--- src/rtl/pxdemux_pkg.sv ---
package pxdemux_pkg;

    // Destination of one pixel after steering
    typedef enum logic [1:0] {
        SLOT_ONLY = 2'd0,   // single-port mode, port A
        SLOT_A    = 2'd1,   // dual mode, even pixel
        SLOT_B    = 2'd2    // dual mode, odd pixel
    } slot_e;

    // Steering state: which port the next mid-line pixel goes to
    typedef enum logic [1:0] {
        ST_SINGLE = 2'd0,
        ST_WANT_A = 2'd1,
        ST_WANT_B = 2'd2
    } steer_state_e;

endpackage

--- src/rtl/pxd_capture.sv ---
module pxd_capture #(
    parameter int PIX_W = 24
) (
    input  logic             clk,
    input  logic             rst_n,
    input  logic [PIX_W-1:0] pix_i,
    input  logic             hs_i,
    input  logic             dual_i,
    input  logic             par_i,
    output logic [PIX_W-1:0] s1_pix,
    output logic             s1_hs,
    output logic             s1_start,
    output logic             s1_dual,
    output logic             s1_par
);

    logic hs_last;

    // First register stage: sample inputs, detect line start on the sync rise
    always_ff @(posedge clk or negedge rst_n) begin
        if (!rst_n) begin
            s1_pix   <= '0;
            s1_hs    <= 1'b0;
            s1_start <= 1'b0;
            s1_dual  <= 1'b0;
            s1_par   <= 1'b0;
            hs_last  <= 1'b0;
        end else begin
            s1_pix   <= pix_i;
            s1_hs    <= hs_i;
            s1_start <= hs_i & ~hs_last;
            s1_dual  <= dual_i;
            s1_par   <= par_i;
            hs_last  <= hs_i;
        end
    end

endmodule

--- src/rtl/pxd_steer.sv ---
module pxd_steer
    import pxdemux_pkg::*;
#(
    parameter int PIX_W = 24
) (
    input  logic             clk,
    input  logic             rst_n,
    input  logic [PIX_W-1:0] s1_pix,
    input  logic             s1_hs,
    input  logic             s1_start,
    input  logic             s1_dual,
    input  logic             s1_par,
    output logic [PIX_W-1:0] s2_pix,
    output logic             s2_hs,
    output slot_e            s2_slot,
    output logic             s2_par
);

    steer_state_e state_q, state_d;
    logic         cur_dual, cur_par;
    logic         eff_dual, eff_par;
    slot_e        slot_c;

    // Next-state and slot decision; a line start overrides the running phase
    always_comb begin
        eff_dual = cur_dual;
        eff_par  = cur_par;
        slot_c   = SLOT_ONLY;
        state_d  = state_q;
        if (s1_start) begin
            eff_dual = s1_dual;
            eff_par  = s1_par;
            if (s1_dual) begin
                slot_c  = SLOT_A;
                state_d = ST_WANT_B;
            end else begin
                slot_c  = SLOT_ONLY;
                state_d = ST_SINGLE;
            end
        end else begin
            unique case (state_q)
                ST_SINGLE: begin
                    slot_c  = SLOT_ONLY;
                    state_d = ST_SINGLE;
                end
                ST_WANT_A: begin
                    slot_c  = SLOT_A;
                    state_d = ST_WANT_B;
                end
                ST_WANT_B: begin
                    slot_c  = SLOT_B;
                    state_d = ST_WANT_A;
                end
                default: begin
                    slot_c  = SLOT_ONLY;
                    state_d = ST_SINGLE;
                end
            endcase
        end
    end

    // State register and the mode latched at the line start
    always_ff @(posedge clk or negedge rst_n) begin
        if (!rst_n) begin
            state_q  <= ST_SINGLE;
            cur_dual <= 1'b0;
            cur_par  <= 1'b0;
        end else begin
            state_q  <= state_d;
            cur_dual <= eff_dual;
            cur_par  <= eff_par;
        end
    end

    // Second register stage: carry the pixel with its routing decision
    always_ff @(posedge clk or negedge rst_n) begin
        if (!rst_n) begin
            s2_pix  <= '0;
            s2_hs   <= 1'b0;
            s2_slot <= SLOT_ONLY;
            s2_par  <= 1'b0;
        end else begin
            s2_pix  <= s1_pix;
            s2_hs   <= s1_hs;
            s2_slot <= slot_c;
            s2_par  <= eff_par;
        end
    end


    alternate_b_to_a_chk: assert property (@(posedge clk) disable iff (!rst_n)
        (state_q == ST_WANT_B && !s1_start) |=> (state_q == ST_WANT_A));


    line_start_goes_a_chk: assert property (@(posedge clk) disable iff (!rst_n)
        (s1_start && s1_dual) |=> (state_q == ST_WANT_B && s2_slot == SLOT_A));


    mode_held_midline_chk: assert property (@(posedge clk) disable iff (!rst_n)
        !s1_start |=> ($stable(cur_dual) && $stable(cur_par)));

endmodule

--- src/rtl/pxd_out.sv ---
module pxd_out
    import pxdemux_pkg::*;
#(
    parameter int PIX_W = 24
) (
    input  logic             clk,
    input  logic             rst_n,
    input  logic [PIX_W-1:0] s2_pix,
    input  logic             s2_hs,
    input  slot_e            s2_slot,
    input  logic             s2_par,
    output logic [PIX_W-1:0] port_a_o,
    output logic [PIX_W-1:0] port_b_o,
    output logic             oe_a_o,
    output logic             oe_b_o,
    output logic             dclk_o,
    output logic             hs_o
);

    logic [PIX_W-1:0] pend_q;
    logic             single_q;
    logic             dclk_q;
    logic             ld_a_direct, ld_pend, ld_pair, ld_b_direct;

    // Port load strobes from the routing decision
    always_comb begin
        ld_a_direct = (s2_slot == SLOT_ONLY) || (s2_slot == SLOT_A && !s2_par);
        ld_pend     = (s2_slot == SLOT_A) && s2_par;
        ld_pair     = (s2_slot == SLOT_B) && s2_par;
        ld_b_direct = (s2_slot == SLOT_B) && !s2_par;
    end

    // Third register stage: port registers, enables, sync and divided clock
    always_ff @(posedge clk or negedge rst_n) begin
        if (!rst_n) begin
            port_a_o <= '0;
            port_b_o <= '0;
            pend_q   <= '0;
            oe_a_o   <= 1'b0;
            oe_b_o   <= 1'b0;
            hs_o     <= 1'b0;
            single_q <= 1'b0;
            dclk_q   <= 1'b0;
        end else begin
            if (ld_a_direct)
                port_a_o <= s2_pix;
            else if (ld_pair)
                port_a_o <= pend_q;
            if (ld_pair || ld_b_direct)
                port_b_o <= s2_pix;
            if (ld_pend)
                pend_q <= s2_pix;
            oe_a_o   <= 1'b1;
            oe_b_o   <= (s2_slot != SLOT_ONLY);
            hs_o     <= s2_hs;
            single_q <= (s2_slot == SLOT_ONLY);
            unique case (s2_slot)
                SLOT_A:  dclk_q <= s2_par;
                SLOT_B:  dclk_q <= !s2_par;
                default: dclk_q <= 1'b0;
            endcase
        end
    end

    // Pixel-rate clock in single mode, half-rate register in dual mode
    assign dclk_o = single_q ? ~clk : dclk_q;


    single_b_off_chk: assert property (@(posedge clk) disable iff (!rst_n)
        (s2_slot == SLOT_ONLY) |=> (!oe_b_o && $stable(port_b_o)));


    pair_holds_on_a_chk: assert property (@(posedge clk) disable iff (!rst_n)
        (s2_slot == SLOT_A && s2_par) |=> ($stable(port_a_o) && $stable(port_b_o)));


    alt_a_keeps_b_chk: assert property (@(posedge clk) disable iff (!rst_n)
        (s2_slot == SLOT_A && !s2_par) |=> $stable(port_b_o));


    dclk_rise_paired_chk: assert property (@(posedge clk) disable iff (!rst_n)
        (s2_slot == SLOT_A && s2_par) |=> dclk_q);

endmodule

--- src/rtl/pixel_demux_dual.sv ---
module pixel_demux_dual
    import pxdemux_pkg::*;
#(
    parameter int CH_W   = 8,
    parameter int NUM_CH = 3
) (
    input  logic                   clk,
    input  logic                   rst_n,
    input  logic [CH_W*NUM_CH-1:0] pix_i,
    input  logic                   hs_i,
    input  logic                   dual_i,
    input  logic                   par_i,
    output logic [CH_W*NUM_CH-1:0] port_a_o,
    output logic [CH_W*NUM_CH-1:0] port_b_o,
    output logic                   oe_a_o,
    output logic                   oe_b_o,
    output logic                   dclk_o,
    output logic                   hs_o
);

    localparam int PIX_W = CH_W * NUM_CH;

    logic [PIX_W-1:0] s1_pix, s2_pix;
    logic             s1_hs, s1_start, s1_dual, s1_par;
    logic             s2_hs, s2_par;
    slot_e            s2_slot;

    pxd_capture #(.PIX_W(PIX_W)) u_capture (
        .clk      (clk),
        .rst_n    (rst_n),
        .pix_i    (pix_i),
        .hs_i     (hs_i),
        .dual_i   (dual_i),
        .par_i    (par_i),
        .s1_pix   (s1_pix),
        .s1_hs    (s1_hs),
        .s1_start (s1_start),
        .s1_dual  (s1_dual),
        .s1_par   (s1_par)
    );

    pxd_steer #(.PIX_W(PIX_W)) u_steer (
        .clk      (clk),
        .rst_n    (rst_n),
        .s1_pix   (s1_pix),
        .s1_hs    (s1_hs),
        .s1_start (s1_start),
        .s1_dual  (s1_dual),
        .s1_par   (s1_par),
        .s2_pix   (s2_pix),
        .s2_hs    (s2_hs),
        .s2_slot  (s2_slot),
        .s2_par   (s2_par)
    );

    pxd_out #(.PIX_W(PIX_W)) u_out (
        .clk      (clk),
        .rst_n    (rst_n),
        .s2_pix   (s2_pix),
        .s2_hs    (s2_hs),
        .s2_slot  (s2_slot),
        .s2_par   (s2_par),
        .port_a_o (port_a_o),
        .port_b_o (port_b_o),
        .oe_a_o   (oe_a_o),
        .oe_b_o   (oe_b_o),
        .dclk_o   (dclk_o),
        .hs_o     (hs_o)
    );

    // Edges seen since reset, saturating, so history-based checks start valid
    logic [1:0] warm_q;
    always_ff @(posedge clk or negedge rst_n) begin
        if (!rst_n)
            warm_q <= 2'd0;
        else if (warm_q != 2'd3)
            warm_q <= warm_q + 2'd1;
    end


    hs_latency_chk: assert property (@(posedge clk) disable iff (!rst_n)
        (warm_q == 2'd3) |-> (hs_o == $past(hs_i, 3)));


    oe_a_after_reset_chk: assert property (@(posedge clk) disable iff (!rst_n)
        (warm_q != 2'd0) |-> oe_a_o);

endmodule

--- config.mk ---
export PLATFORM = sky130hd
export DESIGN_NAME = pixel_demux_dual
export DESIGN_NICKNAME = d
export VERILOG_FILES = /design/src/rtl/pxdemux_pkg.sv /design/src/rtl/pxd_capture.sv /design/src/rtl/pxd_steer.sv /design/src/rtl/pxd_out.sv /design/src/rtl/pixel_demux_dual.sv
export SDC_FILE = /design/constraint.sdc
export NUM_CORES = 1
export LEC_CHECK = 0
export ABC_CLOCK_PERIOD_IN_PS = 1450
export BUFFER_PORTS_ARGS = -buffer_cell sky130_fd_sc_hd__buf_2
export CAP_MARGIN = 0
export CORE_MARGIN = 5
export CORE_UTILIZATION = 49
export CTS_CLUSTER_DIAMETER = 40
export CTS_CLUSTER_SIZE = 12
export DETAILED_ROUTE_END_ITERATION = 10
export GPL_ROUTABILITY_DRIVEN = 1
export PLACE_DENSITY = 0.7
export SYNTH_ARGS = -nofsm -noshare
export SYNTH_HDL_FRONTEND = slang
export SYNTH_HIERARCHICAL = 1
export SYNTH_SLANG_ARGS = --single-unit
--- constraint.sdc ---
create_clock -name clk -period 1.45 [get_ports clk]
set_input_delay 0.145 -clock clk [delete_from_list [all_inputs] [get_ports clk]]
set_output_delay 0.145 -clock clk [all_outputs]
set_load 0.05 [all_outputs]
==> reports/metrics.yaml, run 1 <==
drt-pass1-iter-count: 4
cp-endpoint: "dclk_o"
cap_violations: 0
io_pins: 81
grt_start_max_net_pins: 49
clk_pin_slew_worst_paths_ns: 0.06
cts_setup_buffers: 0
ys_seq_elements: 133
cp_cell_sequence: "mux2i_2, buf_6"
setup-violations-final: 1
cp_max_fo: 1
clock_power_share_pct: 35.2
vias: 2923
die_area_um2: 11400
drive_gt1_share_pct: 42.0
rows: 35
finalMaxSlewViolations: 0
p_sw_mw: 4.09
hold_viol: 0
outcome: "finished, violations left"
post_drt_wl_per_cell_um: 17.9
rsz0062_at_grt: "true"
fin_ws_ns: -0.102
port_buffers: 80
hpwl_um: 5970
n_fill_cell: 672
drc: 0
clock_latency_ns: 0.61
drt-initial-drc-count: 155
pwr-share-seq_pct: 39.2
combPwrFrac_pct: 25.7
seq_area_frac_synth_pct: 72.5
crit_start: "u_out/single_q"
drt-total-wl_um: 9680
max_clock_freq_mhz: 645
finalCritPeriodShare_pct: 107
start_util_pct: 49.9
final_common_cell: "dfrtp_1"
worstSetupPathType: "register to output port"
synthDistinctLibCells: 20
p_int_mw: 8.44
synth.area.top_cells: "dfrtp_1, mux2_2, mux2_4, o22ai_1, a21oi_1"
vias_per_cell: 5.41
wl_met1_um: 4110
grt_first_pass_wirelength_um: 16200
cts_tree: "built"
holdWs_ns: 0.00429
core_area_um2: 9200
place.gp.congestion: 0.695
hold_path_class: "input port to async pin"
die_y_um: 107
cp.required_ns: 1.31
syn_inst: 289
final_cell_mix: "dfrtp_1, buf_2, o22ai_1"
p_leak_nw: 2.89
detail-route-antenna-nets: 0
cp-start-kind: "register"
grt_overflow: 0
grt_pass1_vias: 3170
violations: "setup timing"
antenna_found_initial: 0
max_stage_delay_ns: 0.36
setup_tns_ns: -0.102
r2r_end: "u_out/pend_q[5]"
yosys.area.top_type_share_pct: 72.5
layout.cells.non_filler: 540
mappedNetlistArea_um2: 4590
crit-reg2reg-launch: "u_steer/s2_slot[0]"
dr_wl_met3_um: 583
avgSynthCellArea_um2: 15.9
area_growth_pct: 34.4
syn-num-nets: 318
top_layer: "met4"
grt.total_usage_pct: 18.6
fin_crit_ns: 1.55
nets: 447
dp.cells: 478
ir_drop_uv: 979
skew_ns: 0.00818
pwr_density_cell_nw_per_um2: 2030
dr_wl_met2_um: 4830
swShare_pct: 32.6
yosys_warnings: 6
antenna_cells: 0
critPathSlowestCell: "dfrtp_1"
synth_top_cell_by_area: "dfrtp_1"
crit_arrival_ns: 1.41
ff2ff_path_depth: 4
rrSetupSlack_ns: 0.07
end_kind: "output port"
die_w_um: 107
-- routing by layer --
metal / up-vias / track usage [%]
met2: 88 / 28.1
li1: 1314 / -
met4: 0 / 6.39
met3: 16 / 7.65
met5: - / 0
met1: 1505 / 24.5
-- repair_timing --
action | CTS | global route
hold buffers | 29 | 0
gates resized for setup | 5 | 20
endpoints found under the hold margin | 161 | 0
endpoints found under the setup margin | 4 | 21
-- logic make-up after synthesis --
family          share of synthesized area (%)
flops                                    72.5
compound gates                           9.54
mux                                      13.9
buf+inv                                  2.54
simple gates                             1.42
other cells                            0.0817
-- power groups by stage --
stage / clock (mW) / sequential (mW) / combinational [mW]
final: 4.40 / 4.90 / 3.22
after floorplan: 0.110 / 6.17 / 1.04
after global routing: 4.71 / 4.99 / 3.39
after CTS: 4.51 / 4.89 / 3.20
after detailed placement: 0.127 / 4.93 / 3.12
after global placement: 0.127 / 4.91 / 3.06
-- critical path: cells and delay by family (launching register included) --
family | cells | cell delay, ns
flip-flops | 1 | 0.36
buffers and inverters | 1 | 0.19
multiplexers | 1 | 0.25
-- layout make-up --
type                    count  area, um2  area share, %
well taps                 111        139           2.25
multi-input cells         135       1150           18.6
flip-flops and latches    133       3330           54.0
clock buffers              27        519           8.42
clock inverters             7       98.8           1.60
repair buffers            125        927           15.0
inverters                   2       7.51          0.122
-- sequential cells by signal, summed over array words and instances (netlist names), 24 cells and up --
register          count
u_steer/s2_pix       24
u_capture/s1_pix     24
u_out/port_b_o       24
u_out/port_a_o       24
u_out/pend_q         24
-- Yosys cell counts --
cell type and number:
dfrtp_1 133, o22ai_1 48, mux2_2 29, a21oi_1 24
mux2_4 20, clkbuf_1 9, buf_2 6, buf_6 4
nand2b_1 3, inv_1 2, o21ai_0 2, a21o_1 1
conb_1 1, mux2i_1 1, nand2_1 1, nand2_4 1
nor2_1 1, nor2b_4 1, nor3b_1 1, or2_1 1
-- worst min path at each step --
stage	start	to	slack, ns	cells past startpoint
after floorplan	rst_n	u_capture/s1_dual	-0.15	0
after global placement	rst_n	u_capture/s1_pix[21]	0.09	1
after detailed placement	rst_n	u_capture/s1_pix[2]	0.09	1
after CTS	rst_n	u_capture/s1_pix[20]	-0.01	2
after global routing	rst_n	u_steer/s2_pix[20]	0.02	2
final	rst_n	u_out/port_a_o[21]	0.004	2
-- stage by stage --
| stage | cell area [um2] | util, % | total power, mW | worst slack, ns |
|---|---|---|---|---|
| finish | 6170 | 67.1 | 12.5 | -0.102 |
| global route | 6170 | 67.1 | 13.1 | -0.176 |
| CTS | 6120 | 66.5 | 12.6 | -0.146 |
| detailed placement | 5210 | 56.6 | 8.18 | 0.0725 |
| global placement | 5210 | 56.6 | 8.09 | 0.114 |
| floorplan | 4590 | - | 7.32 | 0.00178 |
(Power assumes the default switching activity.)
==> run 2, diff against run 1 <==
--- a/config.mk
+++ b/config.mk
@@ -15,6 +15,7 @@
 export DETAILED_ROUTE_END_ITERATION = 10
 export GPL_ROUTABILITY_DRIVEN = 1
 export PLACE_DENSITY = 0.7
+export REMOVE_ABC_BUFFERS = 1
 export SYNTH_ARGS = -nofsm -noshare
 export SYNTH_HDL_FRONTEND = slang
 export SYNTH_HIERARCHICAL = 1
==> reports/metrics.yaml, run 2 (synthesis results as in run 1) <==
grt_overflow: 0  # unchanged
dp.cells: 481  # +0.63%
post_drt_wl_per_cell_um: 18.0  # +0.16%
layout.cells.non_filler: 544  # +0.74%
fin_crit_ns: 1.49  # -0.0571 ns
drive_gt1_share_pct: 43.2  # +1.2 points
setup-violations-final: 1  # unchanged
skew_ns: 0.00820  # +0.0000203 ns
final_cell_area_um2: 6240  # +1.2%
antenna_cells: 0  # unchanged
rows: 35  # unchanged
cp_max_fo: 1  # unchanged
p_leak_nw: 2.93  # +1.5%
final_cell_mix: "dfrtp_1, buf_2, o22ai_1"
hpwl_um: 5930  # -0.59%
vias: 2910  # -0.44%
holdWs_ns: 0.160  # +0.156 ns
port_buffers: 80  # unchanged
die_w_um: 107  # unchanged
hold_viol: 0  # unchanged
grt_pass1_vias: 3244  # +2.3%
die_y_um: 107  # unchanged
violations: "setup timing"
vias_per_cell: 5.35  # -1.2%
drc: 0  # unchanged
grt_start_max_net_pins: 48  # -2.0%
detail-route-antenna-nets: 0  # unchanged
start_util_pct: 49.9  # unchanged
cp-start-kind: "register"
io_pins: 81  # unchanged
place.gp.congestion: 0.763  # +9.7%
finalCritPeriodShare_pct: 103  # -3.9 points
cts_tree: "built"
antenna_found_initial: 0  # unchanged
clock_latency_ns: 0.62  # about the same
ir_drop_uv: 1470  # +50%
cts_setup_buffers: 0  # unchanged
final_common_cell: "dfrtp_1"
worstSetupPathType: "register to output port"
max_clock_freq_mhz: 669  # +3.8%
end_kind: "output port"
fin_ws_ns: -0.0445  # +0.0571 ns
drt-pass1-iter-count: 4  # unchanged
cp.required_ns: 1.31  # about the same
pwr_density_cell_nw_per_um2: 2070  # +1.7%
clk_pin_slew_worst_paths_ns: 0.06  # about the same
grt.total_usage_pct: 18.8  # +0.16 points
post_dp_cell_area_um2: 5230  # +0.36%
cap_violations: 0  # unchanged
area_growth_pct: 36.1
hold_path_class: "input port to register"
crit_arrival_ns: 1.35  # -0.06 ns
nets: 450  # +0.67%
outcome: "finished, violations left"
setup_tns_ns: -0.0445  # +0.0571 ns
drt-initial-drc-count: 128  # -17%
drt-total-wl_um: 9770  # +0.90%
rsz0062_at_grt: "true"
die_area_um2: 11400  # unchanged
grt_first_pass_wirelength_um: 16300  # +0.51%
finalMaxSlewViolations: 0  # unchanged
core_area_um2: 9200  # unchanged
-- run 2: changes by cell type in the layout (fill, tap and decap cells not counted), moves of 2 or more --
cell,delta
bufinv_16,+2
clkbuf_8,-2
clkinv_2,+2
clkbuf_4,-7
buf_4,+12
clkbuf_1,-2
-- run 2: path summary, 6_finish.rpt --
kind / start / end / slack (ns) / cells after the start
max in group asynchronous: rst_n / u_out/port_b_o[1] / 0.36 / 4
setup reg to reg: u_steer/s2_slot[0] / u_out/pend_q[17] / 0.04 / 4
hold / removal: pix_i[8] / u_capture/s1_pix[8] / 0.16 / 2
hold reg to reg: u_capture/s1_pix[19] / u_steer/s2_pix[19] / 0.35 / 0
setup / recovery: u_out/single_q / dclk_o / -0.04 / 2
min in group asynchronous: rst_n / u_out/oe_a_o / 0.50 / 3
-- run 2: report_power, final --
part / total, mW / switching [mW] / internal (mW)
Sequential: 4.92 / 0.465 / 4.46
Clock: 4.72 / 1.68 / 3.04
Combinational: 3.25 / 2.05 / 1.20
-- run 2: metrics by stage --
| step | utilization, % | power [mW] | setup WS, ns |
|---|---|---|---|
| 6_report | 67.9 | 12.9 | -0.0445 |
| 5_1_grt | 67.9 | 13.5 | -0.160 |
| 4_1_cts | 67.4 | 13.0 | -0.0723 |
| 3_5_place_dp | 56.8 | 8.19 | 0.0644 |
| 3_3_place_gp | 56.8 | 8.10 | 0.0869 |
| 2_1_floorplan | - | 7.26 | -0.862 |
-- run 2: what timing repair did --
action,4_1_cts,5_1_grt
setup endpoints to repair,10,18
hold endpoints to repair,161,0
pin swaps,0,0
resized for setup,10,20
gates cloned,0,0
hold buffers,29,0
-- run 2: layout make-up --
type	count	area (um2)
clock buffer	23	480
clock inverter	12	178
fill	613	2950
inverter	2	7.51
multi-input combinational	135	1160
sequential	133	3330
tap	111	139
timing repair buffer	128	952
-- run 2: critical path: stages (launching register included) --
cell	delay, ns
dfrtp_1	0.34
mux2i_1	0.19
buf_4	0.22
-- run 2: layer usage --
metal,global-route usage (%),vias up,routed length [um]
met3,8.07,10,649
met4,7.31,0,94
met2,28.8,99,4790
met1,23.7,1479,4230
met5,0,-,0
li1,-,1322,-
